**config.mk**
```make
export PLATFORM = sky130hd
export DESIGN_NAME = seg_phys_addr_gen
export DESIGN_NICKNAME = d
export VERILOG_FILES = /design/src/rtl/seg_addr_pkg.sv /design/src/rtl/seg_base_bank.sv /design/src/rtl/seg_route.sv /design/src/rtl/seg_addr_fold.sv /design/src/rtl/seg_phys_addr_gen.sv
export SDC_FILE = /design/constraint.sdc
export NUM_CORES = 1
export LEC_CHECK = 0
export ABC_AREA = 1
export BUFFER_PORTS_ARGS = -buffer_cell sky130_fd_sc_hd__buf_2
export CORE_MARGIN = 2
export CORE_UTILIZATION = 30
export DETAILED_ROUTE_END_ITERATION = 6
export GPL_ROUTABILITY_DRIVEN = 1
export SLEW_MARGIN = 20
export SYNTH_ARGS = -nofsm -noshare
export SYNTH_HDL_FRONTEND = slang
export SYNTH_HIERARCHICAL = 1
export SYNTH_SLANG_ARGS = --single-unit
```
**constraint.sdc**
```tcl
create_clock -name clk -period 2.5 [get_ports clk]
set_input_delay 0.375 -clock clk [delete_from_list [all_inputs] [get_ports clk]]
set_output_delay 0.375 -clock clk [all_outputs]
set_load 0.05 [all_outputs]
```
**src/rtl/seg_addr_pkg.sv**
```systemverilog
package seg_addr_pkg;

   // segment register identifiers (override and write encoding)
   typedef enum logic [1:0] {
      SEG_EXTRA = 2'b00,
      SEG_CODE  = 2'b01,
      SEG_STACK = 2'b10,
      SEG_DATA  = 2'b11
   } seg_id_t;

   // kinds of access for the implicit choice
   typedef enum logic [1:0] {
      ACC_FETCH    = 2'b00,
      ACC_DATA     = 2'b01,
      ACC_STACK    = 2'b10,
      ACC_DATA_ALT = 2'b11
   } acc_kind_t;

   localparam int NUM_SEG = 4;

endpackage

```
**src/rtl/seg_base_bank.sv**
```systemverilog
module seg_base_bank
   import seg_addr_pkg::*;
#(
   parameter int SEG_W = 16,
   parameter logic [SEG_W-1:0] CODE_RST = '1
) (
   input  logic             clk,
   input  logic             rst_n,
   input  logic             wr_en,
   input  logic [1:0]       wr_sel,
   input  logic [SEG_W-1:0] wr_base,
   input  logic [1:0]       rd_sel,
   output logic [SEG_W-1:0] rd_base
);

   logic [NUM_SEG-1:0][SEG_W-1:0] bases_q;

   always_ff @(posedge clk or negedge rst_n) begin
      if (!rst_n) begin
         for (int i = 0; i < NUM_SEG; i++) begin
            bases_q[i] <= (i == int'(SEG_CODE)) ? CODE_RST : '0;
         end
      end else if (wr_en) begin
         bases_q[wr_sel] <= wr_base;
      end
   end

   assign rd_base = bases_q[rd_sel];


   base_load_chk: assert property (@(posedge clk) disable iff (!rst_n)
      wr_en |=> bases_q[$past(wr_sel)] == $past(wr_base));


   base_keep_chk: assert property (@(posedge clk) disable iff (!rst_n)
      !wr_en |=> $stable(bases_q));

endmodule

```
**src/rtl/seg_route.sv**
```systemverilog
module seg_route
   import seg_addr_pkg::*;
(
   input  logic       clk,
   input  logic       rst_n,
   input  logic [1:0] req_kind,
   input  logic       ovr_valid,
   input  logic [1:0] ovr_sel,
   output logic [1:0] seg_pick
);

   seg_id_t implicit_id;

   always_comb begin
      unique case (acc_kind_t'(req_kind))
         ACC_FETCH: implicit_id = SEG_CODE;
         ACC_STACK: implicit_id = SEG_STACK;
         default:   implicit_id = SEG_DATA;
      endcase
   end

   assign seg_pick = ovr_valid ? ovr_sel : implicit_id;


   fetch_code_chk: assert property (@(posedge clk) disable iff (!rst_n)
      (!ovr_valid && req_kind == 2'b00) |-> seg_pick == 2'b01);


   stack_stack_chk: assert property (@(posedge clk) disable iff (!rst_n)
      (!ovr_valid && req_kind == 2'b10) |-> seg_pick == 2'b10);


   override_pick_chk: assert property (@(posedge clk) disable iff (!rst_n)
      ovr_valid |-> seg_pick == ovr_sel);


   no_extra_implicit_chk: assert property (@(posedge clk) disable iff (!rst_n)
      !ovr_valid |-> seg_pick != 2'b00);

endmodule

```
**src/rtl/seg_addr_fold.sv**
```systemverilog
module seg_addr_fold #(
   parameter int SEG_W = 16,
   parameter int OFF_W = 16,
   parameter int SHIFT = 4,
   localparam int PA_W = SEG_W + SHIFT
) (
   input  logic [SEG_W-1:0] base,
   input  logic [OFF_W-1:0] off,
   output logic [PA_W-1:0]  pa
);

   logic [PA_W-1:0] base_ext;
   logic [PA_W-1:0] off_ext;

   assign base_ext = {base, {SHIFT{1'b0}}};

   generate
      if (PA_W > OFF_W) begin : g_widen
         assign off_ext = {{(PA_W-OFF_W){1'b0}}, off};
      end else begin : g_same
         assign off_ext = off;
      end
   endgenerate

   // carry out of the top bit is dropped by width
   assign pa = base_ext + off_ext;

endmodule

```
**src/rtl/seg_phys_addr_gen.sv**
```systemverilog
module seg_phys_addr_gen
   import seg_addr_pkg::*;
#(
   parameter int SEG_W = 16,
   parameter int OFF_W = 16,
   parameter int SHIFT = 4,
   parameter logic [SEG_W-1:0] CODE_RST = '1,
   localparam int PA_W = SEG_W + SHIFT
) (
   input  logic             clk,
   input  logic             rst_n,
   input  logic             wr_en,
   input  logic [1:0]       wr_sel,
   input  logic [SEG_W-1:0] wr_base,
   input  logic             req_valid,
   input  logic [1:0]       req_kind,
   input  logic [OFF_W-1:0] req_off,
   input  logic             ovr_valid,
   input  logic [1:0]       ovr_sel,
   output logic             pa_valid,
   output logic [PA_W-1:0]  pa_addr
);

   generate
      if (SHIFT < 1 || SHIFT > SEG_W) begin : g_bad_shift
         $error("seg_phys_addr_gen: SHIFT out of range");
      end
      if (PA_W < OFF_W) begin : g_bad_off
         $error("seg_phys_addr_gen: offset wider than address");
      end
   endgenerate

   logic [1:0]       seg_pick;
   logic [SEG_W-1:0] sel_base;
   logic [PA_W-1:0]  pa_next;

   seg_route u_route (
      .clk       (clk),
      .rst_n     (rst_n),
      .req_kind  (req_kind),
      .ovr_valid (ovr_valid),
      .ovr_sel   (ovr_sel),
      .seg_pick  (seg_pick)
   );

   seg_base_bank #(.SEG_W(SEG_W), .CODE_RST(CODE_RST)) u_bank (
      .clk     (clk),
      .rst_n   (rst_n),
      .wr_en   (wr_en),
      .wr_sel  (wr_sel),
      .wr_base (wr_base),
      .rd_sel  (seg_pick),
      .rd_base (sel_base)
   );

   seg_addr_fold #(.SEG_W(SEG_W), .OFF_W(OFF_W), .SHIFT(SHIFT)) u_fold (
      .base (sel_base),
      .off  (req_off),
      .pa   (pa_next)
   );

   always_ff @(posedge clk or negedge rst_n) begin
      if (!rst_n) begin
         pa_valid <= 1'b0;
         pa_addr  <= '0;
      end else begin
         pa_valid <= req_valid;
         if (req_valid) begin
            pa_addr <= pa_next;
         end
      end
   end


   valid_rise_chk: assert property (@(posedge clk) disable iff (!rst_n)
      req_valid |=> pa_valid);


   valid_drop_chk: assert property (@(posedge clk) disable iff (!rst_n)
      !req_valid |=> !pa_valid);


   addr_hold_chk: assert property (@(posedge clk) disable iff (!rst_n)
      !req_valid |=> $stable(pa_addr));


   low_bits_chk: assert property (@(posedge clk) disable iff (!rst_n)
      req_valid |=> pa_addr[SHIFT-1:0] == $past(req_off[SHIFT-1:0]));

endmodule

```
==> flow_summary.toml, run 1 <==
[timing]
fin_ws_ns = 0.2951
period_share_pct = 88.20
fin_crit_ns = 2.205
timing.fmax_mhz = 453.5
final_max_slew_viol_count = 0
worst-slew-pin-transition_ns = 0.5859
max_slew_margin_pct = 60.94
setup-violations-final = 0
finalHoldViolations = 0
rsz0062_at_grt = "no"
clock_skew_ns = 0.004206

[floorplanning]
die-height_um = 135.2
fp-row-count = 47
die-area_um2 = 18270
number_of_primary_i_o_pins = 64
die_x_um = 135.2
initial_utilization_pct = 30.90
fp.coreArea_um2 = 16700

[critical_path]
critical_path.n_buffers_inverters = 3
timing.critical_path.fanout_max = 32
worst_reg2reg_path_startpoint = "u_bank/bases_q[48]$_DFFE_PN0P_"
crit_slowest_cell = "fa_1"
critical-path-top-delay-family = "simple AND/OR/NAND/NOR gates"
max_stage_delay_ns = 0.39
worstPathCellList = "buf_2 -> inv_1 -> nand2_1 -> nand2_1 -> nand2_1 -> buf_12 -> nand2_1 -> nand3_1 -> nand2_1 -> ha_1 -> fa_1 -> nand2_1 -> nand2_1 -> nand3b_1 -> nand2_1 -> nand2_1 -> nand2_1 -> nand2_1 -> nand2_1 -> nand2_1 -> nand2_1"
crit_path_end_kind = "register"
timing.critical_path.required_ns = 2.74
startpoint_type = "input pin"
cpMostUsedCell = "nand2_1"
path_class = "in -> reg"
worst_setup_path_startpoint = "req_kind[0]"
arrival_ns = 2.44

[logic_synthesis]
yosysSeqAreaShare_pct = 41.61
ys_dominant_reg_cell = "dfrtp_1"
post_synth_instance_area_um2 = 5160
syn_area_per_cell_um2 = 7.039
flops_latches_synth = 85
synth_area_leaders = "dfrtp_1, nand2_1, inv_1, dfstp_2, nand3_1"
synth-edff-count = 0
synth.top_cells.by_count = "nand2_1, inv_1, dfrtp_1"
yosys_warnings = 6
yosysMostFrequentCell = "nand2_1"
synth_top_area_share_pct = 33.46
syn-instance-count = 733
synth_top_area_cell = "dfrtp_1"
synth.distinct_cells = 30
synth_nets = 789
synth-async-reset-ratio_pct = 100.0

[status]
outcome = "complete, no violations"

[power]
total_switching_power_uw = 1726
pwr-share-comb_pct = 32.3
p_per_area_nw_per_um2 = 794.9
sw_frac_of_total_pct = 35.80
p_leak_uw = 0.003507
ir_drop_mv = 0.3737
power.share.clock_pct = 30.7
intPower_uw = 3095
design_power_total_uw = 4821
pwr-share-seq_pct = 37.0

[detailed_routing]
finalWirelength_mm = 13.25
post-route-drc-count = 0
wl_per_cell_um = 12.96
via_count = 4523
final_antenna_net_count = 0
drt_iter0_markers = 289
vias_per_cell = 4.426
detail_route.first_pass.iterations = 5

[grt]
global_route.usage.total_pct = 15.35
maximum_number_of_pins_on_one_net_before_global_route_repair = 41
grt_pass1_wl_mm = 22.09
grt_antenna_before_repair = 1
grt_pass1_vias = 4394
global_route.overflow_total = 0

[clocking]
htree_num_levels = 3
clock_tree_from_tritoncts = "built"
clock_sink_count = 85
max-clock-path-buffers = 2
numCtsBuffers = 9
cts.clk_slew.worst_paths_ns = 0.06
clk_latency_ns = 0.34
clock_tree.root_cell = "clkbuf_16"

[finish]
fin_util_pct = 36.31
drive_above_1_share_pct = 17.73
layout.nets = 852
fillers = 1818
areaGrowthSynthToFinish_pct = 17.53

[placement]
hpwlAfterDp_mm = 9.207
pre_cts_slack_ns = -0.06467
buffer_ports.inserted = 63
gpl.final_weighted_congestion = 0.7929

[worst_hold_path]
class_of_the_tightest_hold_or_removal_check = "in -> async"

[run]
maxCapViolCount = 0
-- worst reg2reg max path, delay by kind of cell (launching register included) --
kind	cells	cell delay [ns]
adder cells (fa/ha/maj)	2	0.60
buffers and inverters	1	0.07
AND/OR/NAND/NOR	13	0.88
flip-flops	1	0.38
-- final timing paths --
check                                                  to  slack, ns  depth (start not counted)
setup / recovery                  pa_addr[18]$_DFFE_PN0P_       0.30                         21
hold / removal             u_bank/bases_q[52]$_DFFE_PN0P_      0.004                          1
setup reg to reg                  pa_addr[18]$_DFFE_PN0P_       0.47                         16
hold reg to reg            u_bank/bases_q[18]$_DFFE_PN1P_       0.46                          2
max in group asynchronous  u_bank/bases_q[29]$_DFFE_PN1P_       1.80                          2
min in group clk                   pa_addr[3]$_DFFE_PN0P_       0.24                          3
-- power groups by stage --
stage	logic [uW]	clock network [uW]	registers (uW)
2_1_floorplan	829	0	2100
3_5_place_dp	1560	0	1810
3_3_place_gp	1550	0	1800
6_report	1560	1480	1780
5_1_grt	1760	1570	1810
4_1_cts	1570	1510	1780
-- repair_timing --
| item | CTS | global route |
|---|---|---|
| buffers inserted | 0 | 0 |
| endpoints found under the setup margin | 0 | 1 |
| hold buffers | 0 | 0 |
| gates resized for setup | 0 | 1 |
-- final cells by class --
class / instances / area (um2) / area share (%)
sequential: 85 / 2147 / 35.40
tap: 220 / 275.3 / 4.539
timing repair buffer: 89 / 550.5 / 9.078
antenna: 1 / 2.502 / 0.04126
clock buffer: 12 / 256.5 / 4.229
multi-input combinational: 491 / 2312 / 38.13
clock inverter: 4 / 70.07 / 1.155
inverter: 120 / 450.4 / 7.427
-- cell usage in the layout (no fill, tap or decap), types with 6 or more instances in the layout --
cell type and count:
nand2_1 332, ha_1 12, buf_4 24, dfstp_2 16
nand4_1 33, nand3_1 58, xor2_1 6, buf_2 62
inv_1 115, o21ai_2 7, o21ai_1 10, dfrtp_1 69
clkbuf_16 9, nor2_1 10
-- state kept, by name (all words and copies together), names as in the netlist --
signal / count
pa_addr: 20
pa_valid: 1
u_bank/bases_q: 64
-- per-stage QoR --
stage	cells	TNS (ns)	hold WS [ns]	instance area, um2
2_1_floorplan	733	0	0.07941	5160
3_3_place_gp	1005	-0.1221	0.3971	5736
3_5_place_dp	1005	-0.2417	0.3916	5736
4_1_cts	1021	0	0.02174	6062
5_1_grt	1021	0	0.05412	6062
6_report	1022	0	0.003867	6065
-- metal layers --
metal  GRT usage (%)  up-vias  wire, um
li1                -     2366         -
met2           24.90       99      5926
met1           20.49     2044      6464
met3           3.105       14       642
met5               0        -         0
met4           5.208        0       211
-- cells by family (layout without fill, tap and decap cells) --
logic type | after synthesis | after routing | synth area share [%]
compound gates | 22 | 22 | 2.643
xor+xnor | 7 | 7 | 1.188
fa+ha+maj | 13 | 13 | 3.298
buf+inv | 157 | 225 | 13.58
flops | 85 | 85 | 41.61
other cells | 0 | 1 | 0
simple gates | 449 | 449 | 37.68
Power figures use the tool's default switching activity.
==> run 2: changes to the inputs <==
--- a/config.mk
+++ b/config.mk
@@ -11,6 +11,7 @@
 export CORE_UTILIZATION = 30
 export DETAILED_ROUTE_END_ITERATION = 6
 export GPL_ROUTABILITY_DRIVEN = 1
+export PLACE_DENSITY_LB_ADDON = 0.05
 export SLEW_MARGIN = 20
 export SYNTH_ARGS = -nofsm -noshare
 export SYNTH_HDL_FRONTEND = slang
==> run 2 against run 1 <==
  * Wire length grew 11%
  * Global-route usage grew 1.7 points
  * Via count grew 1.2%
  * Design area grew 1.4%
  * Critical path depth shrank 1
  * Hold slack gained 0.033 ns
  * Critical path type unchanged
==> flow_summary.toml, run 2 (same netlist as run 1, synthesis figures left out) <==
[detailed_routing]
finalWirelength_mm = 14.67
via_count = 4576
post-route-drc-count = 0
vias_per_cell = 4.451
final_antenna_net_count = 0
wl_per_cell_um = 14.27
drt_iter0_markers = 232
detail_route.first_pass.iterations = 5

[finish]
layout_common_cells = "nand2_1, inv_1, dfrtp_1"
layout.area.seq_um2 = 2147
final_common_cell = "nand2_1"
n_antenna_cell = 0
areaGrowthSynthToFinish_pct = 19.23
fillers = 1849
max_flop_register = "u_bank/bases_q"
layout_cell_area_excl_fill_um2 = 6152
drive_above_1_share_pct = 18.69
largest_register_ffs = 64
multi_input_gate_area_in_the_final_layout_um2 = 2340
layout.nets = 859
fin_util_pct = 36.84
reg_top3 = "u_bank/bases_q: 64 flops, pa_addr: 20 flops, pa_valid: 1 flops"

[critical_path]
path_class = "in -> reg"
critical_path.n_buffers_inverters = 3
crit_path_end_kind = "register"
worstPathCellList = "buf_2 -> inv_1 -> nand2_1 -> nand2_1 -> nand2_1 -> buf_4 -> nand2_1 -> nand3_1 -> nand2_1 -> ha_1 -> fa_1 -> nand2_1 -> nand2_1 -> and2_4 -> nand3_1 -> nand3_1 -> nand2_1 -> nand2_1 -> nand2_1 -> nand2_1"
crit_slowest_cell = "fa_1"
startpoint_type = "input pin"
max_stage_delay_ns = 0.40
timing.critical_path.fanout_max = 8
timing.critical_path.required_ns = 2.74
cpMostUsedCell = "nand2_1"
critical-path-top-delay-family = "simple AND/OR/NAND/NOR gates"
arrival_ns = 2.44

[floorplanning]
fp.coreArea_um2 = 16700
fp-row-count = 47
die_x_um = 135.2
die-height_um = 135.2
die-area_um2 = 18270
number_of_primary_i_o_pins = 64
initial_utilization_pct = 30.90

[timing]
final.hold.worst_slack_ns = 0.03683
setup-violations-final = 0
max_slew_margin_pct = 58.44
final_max_slew_viol_count = 0
rsz0062_at_grt = "no"
timing.fmax_mhz = 454.1
fin_ws_ns = 0.2979
fin_crit_ns = 2.202
period_share_pct = 88.08
tns_ns = 0
worst-slew-pin-transition_ns = 0.6234
finalHoldViolations = 0
clock_skew_ns = 0.008938

[clocking]
clock_tree.root_cell = "clkbuf_16"
numCtsBuffers = 9
clock_tree_from_tritoncts = "built"
clk_latency_ns = 0.35
max-clock-path-buffers = 2
cts.clk_slew.worst_paths_ns = 0.06
clock_sink_count = 85
htree_num_levels = 3
cts_setup_buffers = 0

[placement]
hpwlAfterDp_mm = 10.21
pre_cts_slack_ns = -0.09647
placement.cell_area_um2 = 5806
buffer_ports.inserted = 63
gpl.final_weighted_congestion = 0.7936

[grt]
grt_antenna_before_repair = 0
grt_pass1_wl_mm = 24.01
global_route.usage.total_pct = 17.04
grt_pass1_vias = 4595
global_route.overflow_total = 0
maximum_number_of_pins_on_one_net_before_global_route_repair = 43

[power]
p_per_area_nw_per_um2 = 780.3
ir_drop_mv = 0.3394
p_leak_uw = 0.003537

[worst_hold_path]
class_of_the_tightest_hold_or_removal_check = "in -> async"

[status]
outcome = "complete, no violations"

[run]
maxCapViolCount = 0
[run 2: routing by layer]
layer / up-vias / global-route usage [%] / part of all wire [%]
li1: 2374 / - / -
met2: 75 / 28.65 / 48
met3: 21 / 3.180 / 3.2
met1: 2106 / 22.27 / 47
met4: 0 / 5.324 / 1.7
met5: - / 0 / 0
[run 2: cell type report]
cell class,count,area share (%)
Clock buffer,12,4.007
Clock inverter,4,0.7728
Inverter,120,7.322
Multi-Input combinational cell,491,38.03
Sequential cell,85,34.90
Tap cell,220,4.474
Timing Repair Buffer,96,10.49
[run 2: through the flow]
| step | instances | power, uW |
|---|---|---|
| finish | 1028 | 4800 |
| global route | 1028 | 5147 |
| CTS | 1027 | 4851 |
| detailed placement | 1011 | 3443 |
| global placement | 1011 | 3430 |
| floorplan | 733 | 2926 |
[run 2: path summary, 6_finish.rpt]
kind	start	endpoint	slack, ns	cells past startpoint
min in group clk	req_off[1]	pa_addr[1]$_DFFE_PN0P_	0.23	3
setup / recovery	req_kind[0]	pa_addr[16]$_DFFE_PN0P_	0.30	20
setup reg to reg	u_bank/bases_q[32]$_DFFE_PN0P_	pa_addr[16]$_DFFE_PN0P_	0.44	15
hold reg to reg	u_bank/bases_q[23]$_DFFE_PN1P_	u_bank/bases_q[23]$_DFFE_PN1P_	0.46	2
hold / removal	rst_n	pa_addr[0]$_DFFE_PN0P_	0.04	1
max in group asynchronous	rst_n	u_bank/bases_q[27]$_DFFE_PN1P_	1.80	2
[run 2: power by group]
part,internal [uW],switching (uW)
clock network,800,575
logic,555,1090
registers,1660,127
total,3010,1790
[run 2: timing repair]
| action | in CTS | in global routing |
|---|---|---|
| endpoints found under the setup margin | 0 | 1 |
| gates resized for setup | 0 | 4 |
| hold buffers | 0 | 0 |
==> run 3: changes to the inputs <==
--- a/config.mk
+++ b/config.mk
@@ -8,7 +8,8 @@
 export ABC_AREA = 1
 export BUFFER_PORTS_ARGS = -buffer_cell sky130_fd_sc_hd__buf_2
 export CORE_MARGIN = 2
-export CORE_UTILIZATION = 30
+export CORE_UTILIZATION = 59
+export CTS_CLUSTER_SIZE = 30
 export DETAILED_ROUTE_END_ITERATION = 6
 export GPL_ROUTABILITY_DRIVEN = 1
 export PLACE_DENSITY_LB_ADDON = 0.05
==> run 3 against run 2 <==
  * Combinational power decreased by 5%
  * Via count rose by 0.20%
  * Non-clock buffer count shrank 9
  * Clock-buffer cell count decreased by 1
  * Clock power down 29%
  * Sequential power is essentially flat
  * Worst setup slack lost 0.0064 ns
  * Fmax fell by 0.29%
  * First-iteration DRC count grew 23%
  * Sequential share of layout area rose by 2.3 points
  * Register-to-register slack worse by 0.03 ns
  * Die area down 48%
  * Critical endpoint is now pa_addr[19]$_DFFE_PN0P_
  * Largest cell class unchanged
==> flow_summary.toml, run 3 (same netlist as run 1, synthesis figures left out) <==
[clocking]
cts_setup_buffers = 0
cts_hold_buf = 0
numCtsBuffers = 9
clock_tree.root_cell = "clkbuf_8"
post_cts.resized_instances = 0
clk_latency_ns = 0.35
max-clock-path-buffers = 2
clock_tree_from_tritoncts = "built"
htree_num_levels = 3
clock_sink_count = 85
cts.clk_slew.worst_paths_ns = 0.08

[timing]
fin_crit_ns = 2.208
worst-slew-pin-transition_ns = 0.8371
timing.fmax_mhz = 452.8
final_max_slew_viol_count = 0
period_share_pct = 88.34
clock_skew_ns = 0.01054
setup-violations-final = 0
finalHoldViolations = 0
rsz0062_at_grt = "no"
max_slew_margin_pct = 44.19

[detailed_routing]
detail_route.first_pass.iterations = 4
post-route-drc-count = 0
final_antenna_net_count = 0
finalWirelength_mm = 12.13
vias_per_cell = 5.055
drt_iter0_markers = 285
via_count = 4585
wl_per_cell_um = 13.37

[worst_hold_path]
class_of_the_tightest_hold_or_removal_check = "in -> async"

[finish]
layout.area.seq_um2 = 2147
n_antenna_cell = 0
drive_above_1_share_pct = 17.27
largest_register_ffs = 64
reg_top3 = "u_bank/bases_q: 64 flops, pa_addr: 20 flops, pa_valid: 1 flops"
final_common_cell = "nand2_1"
layout_common_cells = "nand2_1, inv_1, dfrtp_1"
multi_input_gate_area_in_the_final_layout_um2 = 2312
max_flop_register = "u_bank/bases_q"
fillers = 782
layout.nets = 850
areaGrowthSynthToFinish_pct = 11.88
final_cell_count_no_fill = 907

[grt]
maximum_number_of_pins_on_one_net_before_global_route_repair = 68
global_route.usage.total_pct = 26.97
grt_pass1_wl_mm = 21.13
grt_antenna_before_repair = 0
grt_pass1_vias = 4564
global_route.overflow_total = 0

[power]
p_per_area_nw_per_um2 = 747.9
ir_drop_mv = 0.3255
design_power_total_uw = 4318
p_leak_uw = 0.003434

[placement]
hpwlAfterDp_mm = 8.537
gpl.final_weighted_congestion = 0.8535
buffer_ports.inserted = 63
place_inst = 891

[critical_path]
timing.critical_path.required_ns = 2.74
worstPathCellList = "buf_2 -> inv_1 -> nand2_1 -> nand2_1 -> nand2_1 -> inv_1 -> buf_4 -> nand2_1 -> nand3_1 -> nand2_1 -> ha_1 -> nand2_2 -> inv_1 -> nand2_1 -> nand2_1 -> a21oi_1 -> nand2_1 -> nand2_1 -> nand2_1 -> nand2_1 -> nand2_1"
startpoint_type = "input pin"
path_class = "in -> reg"
timing.critical_path.fanout_max = 12
crit_slowest_cell = "ha_1"
arrival_ns = 2.45
crit_path_end_kind = "register"
cpMostUsedCell = "nand2_1"
max_stage_delay_ns = 0.36

[floorplanning]
fp.coreArea_um2 = 8593
initial_utilization_pct = 60.05
number_of_primary_i_o_pins = 64
die_x_um = 97.52
die-area_um2 = 9510
fp-row-count = 34
die-height_um = 97.52

[status]
outcome = "complete, no violations"

[run]
maxCapViolCount = 0
-- run 3: cell count changes in the layout (fill, tap and decap cells not counted), moves of 2 or more --
| cell | change |
|---|---|
| clkbuf_16 | -10 |
| clkbuf_8 | +8 |
| clkinv_4 | +3 |
| ha_1 | +2 |
| ha_4 | -2 |
| buf_12 | -2 |
| buf_4 | -6 |
-- run 3: path summary, 6_finish.rpt --
path | startpoint | end | slack, ns | cells past startpoint
setup / recovery | req_kind[0] | pa_addr[19]$_DFFE_PN0P_ | 0.29 | 21
hold / removal | rst_n | pa_addr[0]$_DFFE_PN0P_ | 0.11 | 1
setup reg to reg | u_bank/bases_q[32]$_DFFE_PN0P_ | pa_addr[14]$_DFFE_PN0P_ | 0.41 | 16
hold reg to reg | u_bank/bases_q[24]$_DFFE_PN1P_ | u_bank/bases_q[24]$_DFFE_PN1P_ | 0.47 | 2
max in group asynchronous | rst_n | u_bank/bases_q[11]$_DFFE_PN0P_ | 1.68 | 2
min in group clk | req_off[1] | pa_addr[1]$_DFFE_PN0P_ | 0.22 | 3
-- run 3: final cells by class --
class / count / area share [%]
Clock buffer: 11 / 2.276
Clock inverter: 5 / 1.062
Inverter: 120 / 7.802
Multi-Input combinational cell: 491 / 40.05
Sequential cell: 85 / 37.19
Tap cell: 108 / 2.341
Timing Repair Buffer: 87 / 9.276
-- run 3: report_power, final --
| group | switching, uW | internal (uW) |
|---|---|---|
| combinational | 1050 | 515 |
| clock | 501 | 467 |
| sequential | 133 | 1650 |
-- run 3: critical path, delay by kind of cell --
| family | cells | cell delay, ns |
|---|---|---|
| AO/OA/AOI/OAI | 1 | 0.18 |
| adder cells (fa/ha/maj) | 1 | 0.36 |
| buffers and inverters | 5 | 0.61 |
| AND/OR/NAND/NOR | 14 | 0.93 |
-- run 3: per-layer routing --
metal  vias to the layer above  track usage, %  routed length, um  share of wire, %
met4                         0           4.915                110              0.91
li1                       2361               -                  -                 -
met2                       117           47.75               6006                50
met1                      2095           35.45               5488                45
met5                         -               0                  0                 0
met3                        12           4.173                523               4.3
-- run 3: per-stage QoR --
| stage | hold WS (ns) | setup WS [ns] | cell area (um2) | TNS (ns) | util (%) |
|---|---|---|---|---|---|
| 6_report | 0.1124 | 0.2916 | 5773 | 0 | 67.18 |
| 4_1_cts | 0.1474 | 0.2879 | 5773 | 0 | 67.18 |
| 3_5_place_dp | 0.4529 | -0.07651 | 5580 | -0.2455 | 64.94 |
| 3_3_place_gp | 0.4486 | 0.006762 | 5580 | 0 | 64.94 |
| 2_1_floorplan | 0.07941 | 0.09076 | 5160 | 0 | - |
| 5_1_grt | 0.1855 | 0.01004 | 5773 | 0 | 67.18 |
